--- config.mk ---
export PLATFORM = sky130hd
export DESIGN_NAME = kbd_wake_detector
export DESIGN_NICKNAME = d
export VERILOG_FILES = /design/src/rtl/kwd_pkg.sv /design/src/rtl/kwd_sync.sv /design/src/rtl/kwd_frame_fsm.sv /design/src/rtl/kwd_match.sv /design/src/rtl/kbd_wake_detector.sv
export SDC_FILE = /design/constraint.sdc
export NUM_CORES = 1
export LEC_CHECK = 0
export ABC_AREA = 1
export BUFFER_PORTS_ARGS = -buffer_cell sky130_fd_sc_hd__buf_2
export CAP_MARGIN = 25
export CORE_MARGIN = 4
export CORE_UTILIZATION = 61
export DETAILED_ROUTE_END_ITERATION = 6
export GPL_ROUTABILITY_DRIVEN = 0
export PLACE_DENSITY = 0.83
export SETUP_SLACK_MARGIN = 0.2
export SYNTH_ARGS = -nofsm -noshare
export SYNTH_HDL_FRONTEND = slang
export SYNTH_SLANG_ARGS = --single-unit
--- constraint.sdc ---
create_clock -name clk32 -period 2.1 [get_ports clk32]
set_input_delay 0 -clock clk32 [delete_from_list [all_inputs] [get_ports clk32]]
set_output_delay 0 -clock clk32 [all_outputs]
set_load 0.02 [all_outputs]
--- src/rtl/kwd_pkg.sv ---
package kwd_pkg;
    typedef enum logic [1:0] {
        ST_IDLE = 2'd0,
        ST_RECV = 2'd1,
        ST_EVAL = 2'd2
    } kwd_state_e;

    localparam int FRAME_LEN  = 11;
    localparam int STALL_TICK = 5;
    localparam int CODE_W     = 8;
endpackage

--- src/rtl/kwd_sync.sv ---
module kwd_sync #(
    parameter int W = 2,
    parameter logic [W-1:0] RST_VAL = '1
) (
    input  logic         clk,
    input  logic         rst_n,
    input  logic         en,
    input  logic [W-1:0] async_in,
    output logic [W-1:0] sync_out
);
    logic [W-1:0] stage1;
    logic [W-1:0] stage2;

    for (genvar g = 0; g < W; g++) begin : g_bit
        always_ff @(posedge clk or negedge rst_n) begin
            if (!rst_n) begin
                stage1[g] <= RST_VAL[g];
                stage2[g] <= RST_VAL[g];
            end else if (en) begin
                stage1[g] <= async_in[g];
                stage2[g] <= stage1[g];
            end
        end
    end

    assign sync_out = stage2;
endmodule

--- src/rtl/kwd_frame_fsm.sv ---
module kwd_frame_fsm
    import kwd_pkg::*;
#(
    parameter int FRAME_BITS    = FRAME_LEN,
    parameter int TIMEOUT_TICKS = STALL_TICK
) (
    input  logic                  clk,
    input  logic                  rst_n,
    input  logic                  en,
    input  logic                  kclk_s,
    input  logic                  kdat_s,
    output logic                  frame_done,
    output logic [FRAME_BITS-1:0] frame_bits
);
    localparam int CNT_W = $clog2(FRAME_BITS + 1);
    localparam int TO_W  = $clog2(TIMEOUT_TICKS + 1);

    kwd_state_e            state, state_nx;
    logic [CNT_W-1:0]      bit_cnt;
    logic [TO_W-1:0]       hi_cnt;
    logic [FRAME_BITS-1:0] shreg;
    logic                  kclk_prev;
    logic                  fall;
    logic                  stall;

    always_comb begin
        fall  = kclk_prev & ~kclk_s;
        stall = (state == ST_RECV) && kclk_s && (hi_cnt == TO_W'(TIMEOUT_TICKS - 1));
    end

    // next-state logic
    always_comb begin
        state_nx = state;
        unique case (state)
            ST_IDLE: if (fall) state_nx = ST_RECV;
            ST_RECV: begin
                if (stall)
                    state_nx = ST_IDLE;
                else if (fall && bit_cnt == CNT_W'(FRAME_BITS - 1))
                    state_nx = ST_EVAL;
            end
            ST_EVAL: state_nx = ST_IDLE;
            default: state_nx = ST_IDLE;
        endcase
    end

    // state register
    always_ff @(posedge clk or negedge rst_n) begin
        if (!rst_n)
            state <= ST_IDLE;
        else if (en)
            state <= state_nx;
    end

    // datapath: edge history, bit shifting, bit and stall counters
    always_ff @(posedge clk or negedge rst_n) begin
        if (!rst_n) begin
            kclk_prev <= 1'b1;
            bit_cnt   <= '0;
            hi_cnt    <= '0;
            shreg     <= '0;
        end else if (en) begin
            kclk_prev <= kclk_s;
            if (fall && (state == ST_IDLE || state == ST_RECV)) begin
                shreg   <= {kdat_s, shreg[FRAME_BITS-1:1]};
                bit_cnt <= (state == ST_IDLE) ? CNT_W'(1) : bit_cnt + CNT_W'(1);
            end
            if (state == ST_RECV && kclk_s && !stall)
                hi_cnt <= hi_cnt + TO_W'(1);
            else
                hi_cnt <= '0;
        end
    end

    // outputs
    always_comb begin
        frame_done = (state == ST_EVAL);
        frame_bits = shreg;
    end


    bit_cnt_range_chk: assert property (@(posedge clk) disable iff (!rst_n)
        bit_cnt <= CNT_W'(FRAME_BITS));


    eval_to_idle_chk: assert property (@(posedge clk) disable iff (!rst_n)
        (en && state == ST_EVAL) |=> (state == ST_IDLE));


    stall_bound_chk: assert property (@(posedge clk) disable iff (!rst_n)
        hi_cnt < TO_W'(TIMEOUT_TICKS));


    freeze_chk: assert property (@(posedge clk) disable iff (!rst_n)
        !en |=> ($stable(state) && $stable(bit_cnt) && $stable(shreg)));
endmodule

--- src/rtl/kwd_match.sv ---
module kwd_match
    import kwd_pkg::*;
#(
    parameter int FRAME_BITS = FRAME_LEN,
    parameter int DW         = CODE_W
) (
    input  logic                  clk,
    input  logic                  rst_n,
    input  logic                  en,
    input  logic                  pme_en,
    input  logic                  status_clr,
    input  logic                  frame_done,
    input  logic [FRAME_BITS-1:0] frame_bits,
    input  logic [DW-1:0]         match_code,
    output logic                  wake_pulse,
    output logic                  wake_sticky
);
    logic          start_ok;
    logic          stop_ok;
    logic          par_ok;
    logic          byte_ok;
    logic          hit;
    logic [DW-1:0] rx_byte;

    always_comb begin
        rx_byte  = frame_bits[DW:1];
        start_ok = ~frame_bits[0];
        stop_ok  = frame_bits[FRAME_BITS-1];
        par_ok   = ^frame_bits[DW+1:1];
        byte_ok  = (rx_byte == match_code);
        hit      = start_ok & stop_ok & par_ok & byte_ok;
    end

    always_ff @(posedge clk or negedge rst_n) begin
        if (!rst_n)
            wake_pulse <= 1'b0;
        else
            wake_pulse <= en & pme_en & frame_done & hit;
    end

    always_ff @(posedge clk or negedge rst_n) begin
        if (!rst_n)
            wake_sticky <= 1'b0;
        else
            wake_sticky <= wake_pulse | (wake_sticky & ~status_clr);
    end


    pulse_single_chk: assert property (@(posedge clk) disable iff (!rst_n)
        wake_pulse |=> !wake_pulse);


    off_gate_chk: assert property (@(posedge clk) disable iff (!rst_n)
        !en |=> !wake_pulse);


    pme_gate_chk: assert property (@(posedge clk) disable iff (!rst_n)
        !pme_en |=> !wake_pulse);


    sticky_set_chk: assert property (@(posedge clk) disable iff (!rst_n)
        wake_pulse |=> wake_sticky);


    sticky_clr_chk: assert property (@(posedge clk) disable iff (!rst_n)
        (status_clr && !wake_pulse) |=> !wake_sticky);
endmodule

--- src/rtl/kbd_wake_detector.sv ---
module kbd_wake_detector
    import kwd_pkg::*;
#(
    parameter int FRAME_BITS    = FRAME_LEN,
    parameter int TIMEOUT_TICKS = STALL_TICK,
    parameter int DW            = CODE_W
) (
    input  logic          clk32,
    input  logic          rst_n,
    input  logic          feat_off,
    input  logic          pme_en,
    input  logic          status_clr,
    input  logic [DW-1:0] match_code,
    input  logic          kb_clk,
    input  logic          kb_data,
    output logic          wake_pulse,
    output logic          wake_sticky
);
    logic                  run_en;
    logic [1:0]            wires_s;
    logic                  frame_done;
    logic [FRAME_BITS-1:0] frame_bits;

    assign run_en = ~feat_off;

    kwd_sync #(.W(2), .RST_VAL(2'b11)) u_sync (
        .clk      (clk32),
        .rst_n    (rst_n),
        .en       (run_en),
        .async_in ({kb_data, kb_clk}),
        .sync_out (wires_s)
    );

    kwd_frame_fsm #(.FRAME_BITS(FRAME_BITS), .TIMEOUT_TICKS(TIMEOUT_TICKS)) u_fsm (
        .clk        (clk32),
        .rst_n      (rst_n),
        .en         (run_en),
        .kclk_s     (wires_s[0]),
        .kdat_s     (wires_s[1]),
        .frame_done (frame_done),
        .frame_bits (frame_bits)
    );

    kwd_match #(.FRAME_BITS(FRAME_BITS), .DW(DW)) u_match (
        .clk         (clk32),
        .rst_n       (rst_n),
        .en          (run_en),
        .pme_en      (pme_en),
        .status_clr  (status_clr),
        .frame_done  (frame_done),
        .frame_bits  (frame_bits),
        .match_code  (match_code),
        .wake_pulse  (wake_pulse),
        .wake_sticky (wake_sticky)
    );
endmodule

==> results.py, run 1 <==
metrics = {
    "timing": {
        "setup_viol": 0,
        "hold_ws_ns": 0.105,
        "finalCritPeriodShare": 0.674,
        "finalSetupTns_ns": 0,
        "fmax_mhz": 707,
        "slew_headroom": 0.606,
        "hold_violations": 0,
        "drv_slew": 0,
        "setup_ws_ns": 0.686,
        "min_period_ns": 1.41,
        "grt_setup_unrepaired": "no",
        "clock-skew-final_ns": 0.00117,
        "worstMarginPinSlew_ns": 0.591,
    },
    "floorplan": {
        "die_w_um": 56.5,
        "start_util": 0.641,
        "rows": 17,
        "coreArea_sq_mm": 0.00223,
        "fp.dieArea_sq_mm": 0.00319,
        "die_h_um": 56.5,
        "ios": 17,
    },
    "clock_tree": {
        "cts.path.max_buffers": 2,
        "root_buffer": "clkbuf_4",
        "cts_buffers": 3,
        "clk_latency_ns": 0.31,
        "post_cts_resized": 0,
        "cts_htree_levels": 1,
        "cts_tree": "yes",
        "clk_pin_slew_ns": 0.14,
        "clock_sinks": 27,
    },
    "finish": {
        "final_nets": 236,
        "fillers": 191,
        "seq_area_sq_um": 682,
        "final_cell_mix": "nand2_1 (65), inv_1 (26), o21ai_0 (24), dfrtp_1 (22), nor2_1 (20)",
        "fin_cells": 244,
        "final_common_cell": "nand2_1",
        "diodes": 0,
        "multiInputGateArea_sq_um": 627,
        "area_delta_synth_final_pct": 13.4,
        "final_layout_size_suffix_gt1_frac": 0.130,
    },
    "synth": {
        "ys.warnings.count": 0,
        "synth_cells": 192,
        "syn-cell-area_sq_mm": 0.00143,
        "yosys_register_bits": 27,
        "syn_area_per_cell_sq_um": 7.46,
        "synth.distinct_cells": 21,
        "synthFlopType": "dfrtp_1",
        "async_flop_share": 1.00,
        "ys_seq_area_frac": 0.476,
        "synth-edff-count": 0,
        "synth_nets": 211,
    },
    "flow_run": {
        "drv_cap": 0,
    },
    "global_route": {
        "grt_pass1_wl_um": 4960,
        "grt_start_max_net_pins": 28,
        "grt_overflow_total": 0,
        "grt_pass1_vias": 1197,
        "grt_antenna_before_repair": 0,
        "grt_usage": 0.194,
    },
    "drt": {
        "drt_wl_total_um": 2830,
        "firstDrtPassIters": 4,
        "viasPerCell": 5.12,
        "via_count": 1250,
        "drtAntennaViolNets": 0,
        "wire_per_inst_um": 11.6,
        "drc": 0,
        "drt_iter0_drc": 42,
    },
    "setup_path": {
        "crit_path_end_kind": "flop",
        "crit_path_start_kind": "flop",
        "setup.worst_path.class": "flop to flop",
        "cp_max_fo": 26,
        "critPathMaxStageDelay_ns": 0.56,
        "worst-endpoint-arrival_ns": 1.61,
        "worstPathCellList": "inv_1, nand3_2, inv_2, nand2_4, inv_1, o21ai_0, o21ai_0",
        "crit_required_ns": 2.30,
        "critPathSlowestCell": "dfstp_2",
    },
    "place": {
        "hpwl_um": 2060,
        "pre_cts_ws_ns": 0.730,
        "place.port_buffers": 16,
        "placedCellCount": 233,
    },
    "hold_path": {
        "min_path_type": "input pin to flop",
    },
    "power_and_ir_drop": {
        "leakagePower_uw": 0.000861,
        "power_density_mw_per_mm2": 986,
        "ir_worst_vdd_v": 0.000775,
    },
    "run_status": {
        "status": "finished clean",
    },
}
path summary, 6_finish.rpt:
path,start,to,slack [ns],cells after the start
max,u_sync.sync_out[0],u_fsm.bit_cnt[0],0.69,7
max reg2reg,u_sync.sync_out[0],u_fsm.bit_cnt[0],0.69,7
min,pme_en,u_match.wake_pulse,0.10,7
max in group asynchronous,rst_n,u_sync.sync_out[0],1.52,2
min in group asynchronous,rst_n,u_fsm.bit_cnt[2],0.20,2
min reg2reg,u_match.wake_pulse,u_match.wake_sticky,0.49,1
metal layers:
metal | up-vias | part of all wire | GRT usage
met5 | - | 0 | 0
met4 | 0 | 0.0067 | 0.0576
met3 | 4 | 0.039 | 0.0230
met2 | 35 | 0.48 | 0.320
met1 | 568 | 0.47 | 0.266
li1 | 643 | - | -
synthesized netlist by cell type, drive strengths merged (2+ instances only):
library cell,number,share of area
o21ai,26,0.091
buf,2,0.010
xor2,2,0.012
nand3,9,0.035
dfrtp,22,0.38
inv,28,0.073
ha,4,0.035
nor2,20,0.052
nand2,66,0.18
dfstp,5,0.092
o31ai,2,0.010
power by group:
| group | total (uW) | switching (uW) | internal (uW) | leakage, uW |
|---|---|---|---|---|
| Sequential | 775 | 119 | 655 | 0.000349 |
| Combinational | 608 | 389 | 219 | 0.000497 |
| Clock | 220 | 146 | 74.1 | 0.0000150 |
| Total | 1600 | 654 | 949 | 0.000861 |
worst max-delay path, delay by kind of cell (launching register included):
kind	cells	cell delay, ns
flip-flops	1	0.56
buffers and inverters	3	0.25
AO/OA/AOI/OAI	2	0.21
AND/OR/NAND/NOR	2	0.27
sequential cells by signal (all words and copies together) (netlist names):
name,cells
u_fsm.kclk_prev,1
u_sync.sync_out,2
u_fsm.bit_cnt,4
u_match.wake_sticky,1
u_fsm.frame_bits,11
u_fsm.state,2
u_fsm.hi_cnt,3
u_sync.stage1,2
u_match.wake_pulse,1
through the flow:
stage | cell area, sq um | util | total power (uW)
3_5_place_dp | 1530 | 0.685 | 1370
2_1_floorplan | 1430 | - | 1210
5_1_grt | 1630 | 0.728 | 1750
4_1_cts | 1630 | 0.728 | 1600
3_3_place_gp | 1530 | 0.685 | 1330
6_report | 1630 | 0.728 | 1600
cell type report:
class                   count  area share
clock buffers               4      0.0162
inverters                  28      0.0647
multi-input cells         134       0.386
flip-flops and latches     27       0.420
well taps                  28      0.0216
repair buffers             23      0.0924
kinds of logic (layout without fill, tap and decap cells):
family	count (synthesis)	in the layout	share of synthesized area
and+or+nand+nor	97	97	0.274
buffers and inverters	31	55	0.0865
AOI/OAI and AO/OA	30	30	0.110
DFF	27	27	0.476
adders and majority gates	4	4	0.0349
xor gates and xnor gates	3	3	0.0183
timing repair:
| item | CTS | global route |
|---|---|---|
| hold buffers | 7 | 0 |
| setup buffers | 0 | 0 |
| setup endpoints to repair | 0 | 0 |
| hold endpoints to repair | 26 | 0 |
(Power assumes the default switching activity.)
==> run 2: changes to the inputs <==
--- a/config.mk
+++ b/config.mk
@@ -5,14 +5,14 @@
 export SDC_FILE = /design/constraint.sdc
 export NUM_CORES = 1
 export LEC_CHECK = 0
-export ABC_AREA = 1
+export ABC_AREA = 0
 export BUFFER_PORTS_ARGS = -buffer_cell sky130_fd_sc_hd__buf_2
 export CAP_MARGIN = 25
 export CORE_MARGIN = 4
-export CORE_UTILIZATION = 61
+export CORE_UTILIZATION = 56
 export DETAILED_ROUTE_END_ITERATION = 6
 export GPL_ROUTABILITY_DRIVEN = 0
-export PLACE_DENSITY = 0.83
+export PLACE_DENSITY = 0.78
 export SETUP_SLACK_MARGIN = 0.2
 export SYNTH_ARGS = -nofsm -noshare
 export SYNTH_HDL_FRONTEND = slang
==> constraint.sdc (replaced) <==
create_clock -name clk32 -period 1.45 [get_ports clk32]
set_input_delay 0 -clock clk32 [delete_from_list [all_inputs] [get_ports clk32]]
set_output_delay 0 -clock clk32 [all_outputs]
set_load 0.02 [all_outputs]
==> run 2 against run 1 <==
Compared with the run above: the flow now finishes with violations (setup timing); clock power rose by 50%; synthesized cell count fell by 31%; global-route usage is 0.91 points higher; area after synthesis down 6.5%; via count down 11%.
==> results.py, run 2 <==
metrics = {
    "run_status": {
        "status": "finished with violations",
        "failed_checks": "setup timing",
    },
    "clock_tree": {
        "clk_latency_ns": 0.33,
        "root_buffer": "clkbuf_4",
        "cts_tree": "yes",
        "cts_buffers": 3,
        "cts_htree_levels": 1,
        "clk_pin_slew_ns": 0.15,
        "cts.path.max_buffers": 2,
        "clock_sinks": 27,
    },
    "floorplan": {
        "coreArea_sq_mm": 0.00225,
        "start_util": 0.594,
        "die_w_um": 56.9,
        "fp.dieArea_sq_mm": 0.00324,
        "ios": 17,
        "die_h_um": 56.9,
        "rows": 17,
    },
    "synth": {
        "ys.warnings.count": 0,
        "yosysTopAreaCell": "dfrtp_1",
        "yosys_register_bits": 27,
        "ys_seq_area_frac": 0.509,
        "synth_cells": 132,
        "synth-edff-count": 0,
        "yosysMostFrequentCell": "nand2_1",
        "yosys-top-cells-area": "dfrtp_1 (41%), nand2_1 (12%), dfstp_2 (9.8%), xnor2_1 (6.5%), mux2_2 (4.2%)",
        "async_flop_share": 1.00,
        "synthFlopType": "dfrtp_1",
        "syn-cell-area_sq_mm": 0.00134,
        "netlist.area_leader.share": 0.411,
        "synth_nets": 151,
        "synth.distinct_cells": 30,
        "synthTopCellsByCount": "nand2_1 (42), dfrtp_1 (22), xnor2_1 (10)",
        "syn_area_per_cell_sq_um": 10.2,
    },
    "global_route": {
        "grt_antenna_before_repair": 0,
        "use_met3": 0.0345,
        "grt-busiest-layer": "met2",
        "grtUsageMet1": 0.264,
        "gr-usage-met2": 0.347,
        "grt_usage": 0.203,
        "grt_pass1_vias": 1122,
        "grt_pass1_wl_um": 5180,
        "grt_start_max_net_pins": 28,
        "grt_overflow_total": 0,
    },
    "power_and_ir_drop": {
        "clkPwrFrac": 0.121,
        "leakagePower_uw": 0.000860,
        "power_density_mw_per_mm2": 1500,
        "total_switching_power_uw": 1010,
        "ir_worst_vdd_v": 0.00159,
        "seqPwrFrac": 0.437,
        "switching_share": 0.369,
        "p_int_uw": 1720,
        "p_comb_frac": 0.442,
        "power_uw": 2730,
    },
    "drt": {
        "drc": 0,
        "drt_wl_total_um": 3210,
        "drtAntennaViolNets": 0,
        "viasPerCell": 5.68,
        "firstDrtPassIters": 4,
        "wire_per_inst_um": 16.4,
        "via_count": 1114,
        "drt_iter0_drc": 30,
    },
    "setup_path": {
        "crit_required_ns": 1.73,
        "critPathSlowestCell": "dfstp_2",
        "worst-endpoint-arrival_ns": 1.83,
        "crit_path_end_kind": "flop",
        "cp_max_fo": 7,
        "critPathMaxStageDelay_ns": 0.56,
        "setup.worst_path.class": "flop to flop",
        "worstPathCellList": "or4b_4, nor3_2, a21o_1, a22o_1",
        "crit_path_start_kind": "flop",
    },
    "timing": {
        "setup_viol": 13,
        "slew_headroom": 0.606,
        "hold_violations": 0,
        "setup_ws_ns": -0.0942,
        "finalCritPeriodShare": 1.06,
        "min_period_ns": 1.54,
        "fmax_mhz": 648,
        "clock-skew-final_ns": 0.00932,
        "drv_slew": 0,
        "grt_setup_unrepaired": "yes",
        "worstMarginPinSlew_ns": 0.591,
    },
    "finish": {
        "final_layout_size_suffix_gt1_frac": 0.452,
        "area_delta_synth_final_pct": 35.9,
        "largest_reg_flops": 11,
        "fin_util": 0.808,
        "diodes": 0,
        "final_nets": 188,
        "final_common_cell": "nand2_1",
        "final_cell_mix": "nand2_1 (27), dfrtp_1 (20), buf_2 (16), nand2_2 (11)",
    },
    "place": {
        "place.port_buffers": 16,
        "pre_cts_ws_ns": -0.00263,
        "hpwl_um": 1980,
    },
    "hold_path": {
        "min_path_type": "input pin to flop",
    },
    "flow_run": {
        "drv_cap": 0,
    },
}
run 2: cell count changes after synthesis, sizes merged, moves of 5 or more:
cell and delta:
inv -24, mux2 +5, nand2 -24, nand3 -7, nor2 -18, o21ai -23, xnor2 +9
run 2: metrics by stage:
| step | hold slack [ns] | TNS, ns | cell area, sq um | std cells |
|---|---|---|---|---|
| 3_5_place_dp | 0.0313 | -0.00263 | 1520 | 181 |
| 4_1_cts | 0.0658 | -0.0357 | 1690 | 195 |
| 3_3_place_gp | 0.0258 | 0 | 1520 | 181 |
| 2_1_floorplan | -0.296 | -0.00427 | 1370 | 132 |
| 5_1_grt | 0.0717 | -0.927 | 1820 | 196 |
| 6_report | 0.0715 | -0.282 | 1820 | 196 |
run 2: timing repair:
item / 4_1_cts / 5_1_grt
hold buffers: 8 / 0
endpoints found under the hold margin: 26 / 0
setup endpoints to repair: 20 / 21
buffers inserted: 2 / 1
pin swaps: 4 / 14
gates resized for setup: 14 / 30
gates cloned: 0 / 0
run 2: cell families after synthesis:
logic type	count (synthesis)	synth area share
adders and majority gates	4	0.0373
muxes	6	0.0495
AOI/OAI and AO/OA	11	0.0598
buffers and inverters	9	0.0280
DFF	27	0.509
and+or+nand+nor	60	0.208
xor gates and xnor gates	15	0.108
run 2: metal layers:
layer  share of wire  up-vias  routed length [um]
li1                -      511                   -
met1            0.41      548                1320
met2            0.49       43                1590
met3           0.056       12                 179
met4           0.039        0                 126
met5               0        -                   0
run 2: power by group through the flow:
stage	combinational, uW	clock (uW)	sequential [uW]
global route	1300	366	1220
finish	1210	331	1190
detailed placement	960	0	1150
floorplan	700	0	1120
global placement	891	0	1140
CTS	1030	325	1150
run 2: final timing paths:
| path | startpoint | slack [ns] | to | cells past startpoint |
|---|---|---|---|---|
| max | u_fsm.kclk_prev | -0.09 | u_fsm.bit_cnt[3] | 4 |
| min reg2reg | u_match.wake_pulse | 0.47 | u_match.wake_sticky | 1 |
| min in group asynchronous | rst_n | 0.20 | u_fsm.bit_cnt[3] | 2 |
| max reg2reg | u_fsm.kclk_prev | -0.09 | u_fsm.bit_cnt[3] | 4 |
| min | pme_en | 0.07 | u_match.wake_pulse | 4 |
| max in group asynchronous | rst_n | 0.83 | u_fsm.frame_bits[3] | 2 |
run 2: cell type report:
cell class | instances | area [sq um]
multi-input combinational | 96 | 779
fill | 138 | 433
sequential | 27 | 684
timing repair buffer | 37 | 280
inverter | 4 | 15.0
clock inverter | 1 | 5.00
tap | 28 | 35.0
clock buffer | 3 | 22.5
run 2: worst max-delay path, delay by kind of cell, from the launching register on:
kind               cells  cell delay, ns
AOI/OAI and AO/OA      2            0.25
and+or+nand+nor        2            0.69
DFF                    1            0.56
